--- src/rtl/sram_ctrl_pkg.sv ---
package sram_ctrl_pkg;

  typedef enum logic [2:0] {
    ST_IDLE = 3'd0,
    ST_RD   = 3'd1,
    ST_WSU  = 3'd2,
    ST_WPL  = 3'd3,
    ST_END  = 3'd4
  } ctrl_state_t;

  // Round a nanosecond requirement up to whole clock cycles; 0 ns stays 0.
  function automatic int ns_to_cyc(input int t_ns, input int period_ns);
    return (t_ns <= 0) ? 0 : (t_ns + period_ns - 1) / period_ns;
  endfunction

  function automatic int imax(input int a, input int b);
    return (a > b) ? a : b;
  endfunction

endpackage

--- src/rtl/sram_rst_sync.sv ---
module sram_rst_sync (
  input  logic clk,
  input  logic rst_n_async,
  output logic rst_n_sync
);
  logic [1:0] sync_q;

  always_ff @(posedge clk or negedge rst_n_async) begin
    if (!rst_n_async) sync_q <= 2'b00;
    else              sync_q <= {sync_q[0], 1'b1};
  end

  assign rst_n_sync = sync_q[1];
endmodule

--- src/rtl/sram_phase_timer.sv ---
module sram_phase_timer #(
  parameter int CNT_W = 3
) (
  input  logic             clk,
  input  logic             rst_n,
  input  logic             load,
  input  logic [CNT_W-1:0] load_val,
  output logic             last
);
  logic [CNT_W-1:0] cnt_q, cnt_d;

  always_comb begin
    cnt_d = cnt_q;
    if (load)              cnt_d = load_val;
    else if (cnt_q != '0)  cnt_d = cnt_q - 1'b1;
  end

  always_ff @(posedge clk or negedge rst_n) begin
    if (!rst_n) cnt_q <= '0;
    else        cnt_q <= cnt_d;
  end

  assign last = (cnt_q == '0);
endmodule

--- src/rtl/sram_rd_capture.sv ---
module sram_rd_capture #(
  parameter int DW = 8
) (
  input  logic          clk,
  input  logic          rst_n,
  input  logic          cap_en,
  input  logic [DW-1:0] din,
  output logic [DW-1:0] dout
);
  logic [DW-1:0] data_q;

  always_ff @(posedge clk or negedge rst_n) begin
    if (!rst_n)      data_q <= '0;
    else if (cap_en) data_q <= din;
  end

  assign dout = data_q;
endmodule

--- src/rtl/sram_ctrl.sv ---
module sram_ctrl
  import sram_ctrl_pkg::*;
#(
  parameter int ADDR_W        = 19,
  parameter int DATA_W        = 8,
  parameter int CLK_PERIOD_NS = 10,
  parameter int T_RC_NS       = 55,  // read cycle
  parameter int T_AA_NS       = 55,  // address to data
  parameter int T_DOE_NS      = 25,  // output enable to data
  parameter int T_WC_NS       = 55,  // write cycle
  parameter int T_PWE_NS      = 40,  // strobe width
  parameter int T_SCE_NS      = 40,  // select low to write end
  parameter int T_SD_NS       = 25,  // data setup to write end
  parameter int T_HZOE_NS     = 20   // output enable high to bus release
) (
  input  logic              clk,
  input  logic              rst_n,
  input  logic              req_valid,
  output logic              req_ready,
  input  logic              req_write,
  input  logic [ADDR_W-1:0] req_addr,
  input  logic [DATA_W-1:0] req_wdata,
  output logic              rsp_done,
  output logic [DATA_W-1:0] rsp_rdata,
  output logic [ADDR_W-1:0] mem_addr,
  output logic              mem_ce_n,
  output logic              mem_we_n,
  output logic              mem_oe_n,
  output logic [DATA_W-1:0] mem_dq_o,
  output logic              mem_dq_oe,
  input  logic [DATA_W-1:0] mem_dq_i
);

  localparam int N_RD  = imax(1, imax(ns_to_cyc(T_AA_NS, CLK_PERIOD_NS),
                              imax(ns_to_cyc(T_DOE_NS, CLK_PERIOD_NS),
                                   ns_to_cyc(T_RC_NS, CLK_PERIOD_NS))));
  localparam int N_PWE = imax(1, imax(ns_to_cyc(T_PWE_NS, CLK_PERIOD_NS),
                              imax(ns_to_cyc(T_SD_NS, CLK_PERIOD_NS),
                                   ns_to_cyc(T_SCE_NS, CLK_PERIOD_NS))));
  localparam int N_WSU = imax(1, imax(ns_to_cyc(T_HZOE_NS, CLK_PERIOD_NS),
                                      ns_to_cyc(T_WC_NS, CLK_PERIOD_NS) - N_PWE));
  localparam int N_MAX = imax(N_RD, imax(N_PWE, N_WSU));
  localparam int CNT_W = $clog2(N_MAX + 1);

  logic              rst_i_n;
  ctrl_state_t       state_q, state_d;
  logic              tmr_load, tmr_last;
  logic [CNT_W-1:0]  tmr_val;
  logic              accept, cap_en;
  logic              ready_q, done_q, ce_n_q, we_n_q, oe_n_q, dq_oe_q;
  logic              ready_d, done_d, ce_n_d, we_n_d, oe_n_d, dq_oe_d;
  logic [ADDR_W-1:0] addr_q;
  logic [DATA_W-1:0] wdata_q;

  sram_rst_sync u_rst_sync (
    .clk         (clk),
    .rst_n_async (rst_n),
    .rst_n_sync  (rst_i_n)
  );

  sram_phase_timer #(.CNT_W(CNT_W)) u_timer (
    .clk      (clk),
    .rst_n    (rst_i_n),
    .load     (tmr_load),
    .load_val (tmr_val),
    .last     (tmr_last)
  );

  sram_rd_capture #(.DW(DATA_W)) u_capture (
    .clk    (clk),
    .rst_n  (rst_i_n),
    .cap_en (cap_en),
    .din    (mem_dq_i),
    .dout   (rsp_rdata)
  );

  assign accept = req_valid & ready_q;
  assign cap_en = (state_q == ST_RD) & tmr_last;

  // Next-state logic
  always_comb begin
    state_d  = state_q;
    tmr_load = 1'b0;
    tmr_val  = '0;
    unique case (state_q)
      ST_IDLE: if (accept) begin
        tmr_load = 1'b1;
        if (req_write) begin
          state_d = ST_WSU;
          tmr_val = CNT_W'(N_WSU - 1);
        end else begin
          state_d = ST_RD;
          tmr_val = CNT_W'(N_RD - 1);
        end
      end
      ST_RD:  if (tmr_last) state_d = ST_END;
      ST_WSU: if (tmr_last) begin
        state_d  = ST_WPL;
        tmr_load = 1'b1;
        tmr_val  = CNT_W'(N_PWE - 1);
      end
      ST_WPL: if (tmr_last) state_d = ST_END;
      ST_END: state_d = ST_IDLE;
      default: state_d = ST_IDLE;
    endcase
  end

  // Pin levels decoded from the next state, then registered
  always_comb begin
    ready_d = (state_d == ST_IDLE);
    done_d  = (state_d == ST_END);
    ce_n_d  = !((state_d == ST_RD) || (state_d == ST_WSU) || (state_d == ST_WPL));
    oe_n_d  = (state_d != ST_RD);
    we_n_d  = (state_d != ST_WPL);
    dq_oe_d = (state_d == ST_WPL);
  end

  always_ff @(posedge clk or negedge rst_i_n) begin
    if (!rst_i_n) begin
      state_q <= ST_IDLE;
      ready_q <= 1'b1;
      done_q  <= 1'b0;
      ce_n_q  <= 1'b1;
      oe_n_q  <= 1'b1;
      we_n_q  <= 1'b1;
      dq_oe_q <= 1'b0;
    end else begin
      state_q <= state_d;
      ready_q <= ready_d;
      done_q  <= done_d;
      ce_n_q  <= ce_n_d;
      oe_n_q  <= oe_n_d;
      we_n_q  <= we_n_d;
      dq_oe_q <= dq_oe_d;
    end
  end

  always_ff @(posedge clk or negedge rst_i_n) begin
    if (!rst_i_n) begin
      addr_q  <= '0;
      wdata_q <= '0;
    end else if (accept) begin
      addr_q  <= req_addr;
      wdata_q <= req_wdata;
    end
  end

  assign req_ready = ready_q;
  assign rsp_done  = done_q;
  assign mem_addr  = addr_q;
  assign mem_ce_n  = ce_n_q;
  assign mem_oe_n  = oe_n_q;
  assign mem_we_n  = we_n_q;
  assign mem_dq_o  = wdata_q;
  assign mem_dq_oe = dq_oe_q;

endmodule

--- config.mk ---
export PLATFORM = sky130hd
export DESIGN_NAME = sram_ctrl
export DESIGN_NICKNAME = d
export VERILOG_FILES = /design/src/rtl/sram_ctrl_pkg.sv /design/src/rtl/sram_rst_sync.sv /design/src/rtl/sram_phase_timer.sv /design/src/rtl/sram_rd_capture.sv /design/src/rtl/sram_ctrl.sv
export SDC_FILE = /design/constraint.sdc
export NUM_CORES = 1
export LEC_CHECK = 0
export ABC_AREA = 1
export BUFFER_PORTS_ARGS = -buffer_cell sky130_fd_sc_hd__buf_2
export CAP_MARGIN = 40
export CORE_AREA = 2 2 81 60
export CTS_CLUSTER_DIAMETER = 100
export DETAILED_ROUTE_END_ITERATION = 7
export DIE_AREA = 0 0 83 62
export PLACE_DENSITY = 0.84
export SLEW_MARGIN = 15
export SYNTH_ARGS = -nofsm -noshare
export SYNTH_HDL_FRONTEND = slang
export SYNTH_SLANG_ARGS = --single-unit
--- constraint.sdc ---
create_clock -name clk -period 1.8 [get_ports clk]
set_input_delay 0.54 -clock clk [delete_from_list [all_inputs] [get_ports clk]]
set_output_delay 0.54 -clock clk [all_outputs]
set_load 0.03 [all_outputs]
## Yosys cells after proc, flatten, opt, wreduce, memory -nomap -nowiden

Index checks and enable logic that the tools add are counted.

| cells by class | value |
|---|---|
| add/subtract/negate cells | 1 |
| equality and inequality tests | 9 |
| multiplexer cells | 14 |
| bitwise logic cells | 2 |
| reduce and logical (&&, ||, !) cells | 9 |

Operator list:

| kind | count |
|---|---|
| $mux 3 | 7 |
| $eq 3x2->1 const B | 4 |
| $logic_not 3->1 | 3 |
| $pmux 3 s3 | 1 |
| $eq 3x1->1 const B | 2 |
| $pmux 3 s2 | 1 |
| $mux 2 | 2 |
| $eq 3x3->1 const B | 1 |
| $ne 3x1->1 const B | 1 |
| $ne 3x2->1 const B | 1 |
| $reduce_bool 3->1 | 1 |
| $sub 3x1->3 const B | 1 |
| $and 1x1->1 | 2 |
| $logic_or 1x1->1 | 2 |
| $mux 1 | 2 |
| $pmux 1 s2 | 1 |
| $reduce_bool 2->1 | 1 |
| $reduce_or 2->1 | 1 |
| $logic_not 1->1 | 1 |

| word-level totals | value |
|---|---|
| flip-flop bits (word level) | 49 |
| output and inout port bits | 41 |
| logic and storage cells | 47 |

## Depth between registers and ports, before layout

| depth | value |
|---|---|
| depth in word-level cells | 7 |
| depth in mapped cells | 9 |

## Modules after synthesis

From an unflattened synthesis, not the netlist that was laid out.

| unflattened totals | value |
|---|---|
| cell total of the unflattened synthesis | 231 |
| area total of the unflattened synthesis | 1,980.6 um^2 |

By module, submodules not included:

| module | instances | cells each | area each (um^2) |
|---|---|---|---|
| sram_ctrl | 1 | 162 | 1,413.9 |
| sram_rd_capture | 1 | 34 | 305.3 |
| sram_phase_timer | 1 | 32 | 207.7 |
| sram_rst_sync | 1 | 3 | 53.8 |

## Worst setup path before layout

OpenSTA, ideal clock, no wires.

| path | value |
|---|---|
| path kind | register to register |
| from | register ready_q, in the netlist req_ready |
| to | register we_n_q, in the netlist mem_we_n |
| setup time | 0.074 ns |
| data arrival time | 1.266 ns |
| data required time | 1.726 ns |
| slack | 0.460 ns |
| cell stages (with the launch flop) | 9 |
| path buffers | 1 |
| period minus slack after synthesis | 1.340 ns |
| path through | dfstp_2 -> nand2_4 -> inv_2 -> buf_6 -> nand2_2 -> nor2_4 -> nor2_4 -> nor2_4 -> inv_1 |

| on the way | value |
|---|---|
| word-level cells in the longest chain between the ends | 4 |

Ends and longest elaborated chain:

| element | RTL line | source |
|---|---|---|
| start, declared | sram_ctrl.sv:50 | `logic ready_q, done_q, ce_n_q, we_n_q, oe_n_q, dq_oe_q;` |
| start signal, assigned | sram_ctrl.sv:129 | `ready_q <= ready_d;` |
| $and 1x1->1 | sram_ctrl.sv:77 | `assign accept = req_valid & ready_q;` |
| $mux 3 | sram_ctrl.sv:86 | `ST_IDLE: if (accept) begin` |
| $pmux 3 s3 | sram_ctrl.sv:85 | `unique case (state_q)` |
| $ne 3x2->1 | sram_ctrl.sv:114 | `we_n_d = (state_d != ST_WPL);` |
| net we_n_d | sram_ctrl.sv:51 | `logic ready_d, done_d, ce_n_d, we_n_d, oe_n_d, dq_oe_d;` |
| end signal, assigned | sram_ctrl.sv:133 | `we_n_q <= we_n_d;` |
| end, declared | sram_ctrl.sv:50 |  |

The timed path passes the listed nets, and every way through them passes these cells.
A chain may end at the register's enable or synchronous reset.

## Final worst setup path

| path | value |
|---|---|
| from | register ready_q, in the netlist req_ready |
| to | output req_ready |

RTL lines:

| element | RTL line | source |
|---|---|---|
| end, declared | sram_ctrl.sv:19 | `output logic req_ready,` |

No word-level cell between the ends.

==> impl.org <==
** Outcome
- The flow ran to the end, and the final reports show no timing, DRC or antenna violations.

** Critical path
- Data arrival time of the critical path :: 1060 ps
- The worst setup path is launched from a register.
- The cell family contributing the most delay on the critical path is flip-flops.
- The critical path is of the register to output port type.
- In this run the worst path has a maximum fanout of 2.
- Critical Path, Cell by Cell :: buf_2
- Required time of the critical path :: 1260 ps
- Largest incremental delay on the critical path :: 570 ps
- Critical path capture point type :: output port
- The number of buffers and inverters on the critical path is 1.
- On the critical path, the stage with the largest delay is an instance of sky130_fd_sc_hd__dfstp_2.

** Floorplan
- In this run the core area contains 21 standard-cell rows.
- The region available for standard cell placement spans 4493 sq um.
- In this run the vertical extent of the chip is 62 microns.
- Starting density of the core :: 43.89%
- Top-level port count :: 80
- Chip Width :: 83 microns
- Die area :: 5146 sq um

** Hold path
- Worst Hold Class :: register to asynchronous set/reset pin

** Placed design
- Pre-CTS WS :: 401.9 ps
- Post-detailed-placement half-perimeter wirelength :: 2964 microns
- Placed inst area :: 2437 sq um
- The congestion estimate from routability-driven global placement came to 0.9010.
- Port buffering added 79 buffers.

** Global routing
- The number of global-route vias before repair came to 1400.
- Across every metal layer, demand over resource in global routing totals 15.98%.
- The first global-routing pass estimated 6389 microns of wire.
- Largest net degree at the start of global routing :: 32
- Total overflow reported by the global router :: 0
- Number of antenna violations at the first check in global routing :: 0

** Clock network
- Clock latency on the worst-skew pair, taken at its later pin, is 290 ps.
- After clock tree synthesis, the clock-pin slew on the worst setup and hold paths is 90 ps.
- Number of H-tree levels :: 2
- CTS placed an instance of sky130_fd_sc_hd__clkbuf_8 at the clock tree root.
- Counting the buffers created by CTS gives 5.
- TritonCTS built the clock tree.
- The clock net in this run drives a total of 49 sinks.
- In this run the deepest clock path goes through 2 buffers.

** Yosys
- Cell area after technology mapping :: 1972 sq um
- Multiplexer share of the synthesized area :: 0%
- Flip-flop and latch count after synthesis :: 49
- Summing the areas of all compound-gate instances in the mapped netlist gives 0.7614% of the synthesized area.
- By area the synthesized netlist is led by sky130_fd_sc_hd__dfrtp_1, sky130_fd_sc_hd__nand2_1, sky130_fd_sc_hd__dfstp_2.
- The netlist uses 23 different library cells.
- Mean cell area of the mapped netlist :: 9.258 sq um
- During synthesis, Yosys emitted a total of 0 warnings.
- Counting every instance in the synthesized netlist gives 213.
- The synthesized netlist devotes 0.4442% of its cell area to XOR and XNOR gates.
- Sequential fraction of the synthesis area :: 62.44%
- Cell type with the largest total area after synthesis :: sky130_fd_sc_hd__dfrtp_1
- Synth top area share :: 57.11%
- Summing the areas of all and, or, nand and nor instances in the mapped netlist gives 29.95% of the synthesized area.
- By area, the combinational part of the netlist is dominated by simple AND/OR/NAND/NOR gates.
- Adder-cell share of the synthesized area :: 1.269%
- Net Count, Synth :: 254

** Finish
- Across the whole layout, storage elements account for 1232 sq um.
- Most frequent cells in the layout :: sky130_fd_sc_hd__nand2_1, sky130_fd_sc_hd__buf_2, sky130_fd_sc_hd__dfrtp_1, sky130_fd_sc_hd__nand3_1, sky130_fd_sc_hd__inv_1
- Share of final-layout standard cells stronger than drive strength 1 :: 36.91%
- The library cell used most frequently in the layout, excluding fill and tap cells, is sky130_fd_sc_hd__nand2_1.
- The filler cells instantiated in the layout total 431.
- Cells fill 56.31% of the core in the end.
- Relative area change from synthesis to final layout :: 28.30%
- The multi-input combinational cells in the finished layout cover a total of 643.1 sq um.
- At the end of the flow, the number of nets in the layout was 338.
- 0 antenna diodes ended up in the layout.
- With fillers left out, the area of the finished cells amounts to 2530 sq um.

** Routing
- The final layout contains routed wiring with a total length of 3952 microns.
- Number of DRC violations after detailed-routing iteration 0 :: 51
- After detailed routing, the number of vias per cell comes to 4.392.
- Routed vias :: 1559
- In this run the remaining antenna-violating nets after routing total 0.
- Residual DRC count :: 0
- Number of iterations in the first detailed-routing pass :: 4
- After detailed routing, the average wire length per cell comes to 11.13 microns.

** STA
- For the final routed database, the setup TNS stands at 0 ps.
- Crit path setup slack, layout :: 200.0 ps
- Setup violation total in the final timing report :: 0
- Of the available clock period, the critical path in the final layout requires 88.89%.
- Worst Skew :: 5.816 ps
- Setup repair after global routing left no endpoint under its margin.
- Time the final worst path needs with I/O delays and setup :: 1600 ps
- Timing would allow up to 625.0 MHz.
- Hold Fails Final Rpt :: 0
- Final max-slew violation count :: 0

** Power and ir drop
- The worst-case IR drop observed on VDD is 1.091 mV.
- Areal power density over the cells :: 1967 nW/um^2
- The analysis attributes to cell leakage a power of 1.475 nW.
- Overall power consumption after layout is estimated at 4.977 mW.

** Run
- Across the run, the number of max-cap violations was 0.
==> layout make-up <==
class / count / share of cell area [%]
multi-input combinational: 143 / 25.42
sequential: 49 / 48.71
timing repair buffer: 84 / 17.71
inverter: 14 / 2.077
clock inverter: 2 / 0.3956
tap: 57 / 2.819
clock buffer: 6 / 2.868
==> state kept, by name, summed over array words and instances (netlist names) <==
| register | count |
|---|---|
| u_capture.dout | 8 |
| mem_dq_o | 8 |
| mem_ce_n | 1 |
| mem_addr | 19 |
| rsp_done | 1 |
| req_ready | 1 |
| state_q | 3 |
| mem_we_n | 1 |
| mem_dq_oe | 1 |
| mem_oe_n | 1 |
| u_timer.cnt_q | 3 |
| u_rst_sync.sync_q | 2 |
==> what timing repair did <==
item                                   in CTS  in global routing
buffers inserted                            0                  0
gates resized for setup                     0                  0
endpoints found under the hold margin       0                  2
hold buffers                                0                  1
==> metal layers <==
metal  share of wire, %  global-route usage, %
met5                  0                      0
met4               0.78                  5.621
met3                6.0                  4.227
met2                 45                  25.35
met1                 48                  21.98
==> cell families (layout without fill, tap and decap cells) <==
group           count (synthesis)  in the layout
compound gates                  3              3
simple gates                  136            136
other cells                     1              1
flops                          49             49
buf+inv                        21            106
xor+xnor                        1              1
fa+ha+maj                       2              2
==> synth_stat cells (all sizes together) <==
cell type,n
o21ai,1
nand3,14
clkbuf,2
dfstp,4
nor2,9
inv,14
xor2,1
ha,2
conb,1
dfrtp,45
nor3,2
nand3b,1
buf,5
nand2,110
a21oi,2
==> stage by stage <==
| step | std cells | hold WS (ps) |
|---|---|---|
| 2_1_floorplan | 213 | 244.4 |
| 3_3_place_gp | 346 | 202.4 |
| 3_5_place_dp | 346 | 212.3 |
| 4_1_cts | 354 | 2.433 |
| 5_1_grt | 355 | 238.9 |
| 6_report | 355 | 196.0 |
==> where the power goes <==
| group | switching, mW | internal [mW] | leakage (nW) |
|---|---|---|---|
| combinational | 1.75 | 0.713 | 0.834 |
| sequential | 0.282 | 1.63 | 0.596 |
| clock | 0.333 | 0.270 | 0.0450 |
==> final timing paths <==
| check | start | end | slack, ps | cells past startpoint |
|---|---|---|---|---|
| setup / recovery | req_ready | req_ready | 200 | 1 |
| hold / removal | u_rst_sync.sync_q[1] | mem_dq_o[5] | 200 | 0 |
| setup reg to reg | u_timer.cnt_q[0] | req_ready | 400 | 8 |
| hold reg to reg | u_rst_sync.sync_q[1] | mem_dq_o[5] | 200 | 0 |
| max in group asynchronous | u_rst_sync.sync_q[1] | mem_we_n | 1050 | 1 |
| min in group clk | u_rst_sync.sync_q[0] | u_rst_sync.sync_q[1] | 370 | 0 |
No activity file was read; power rests on OpenSTA's default activity.
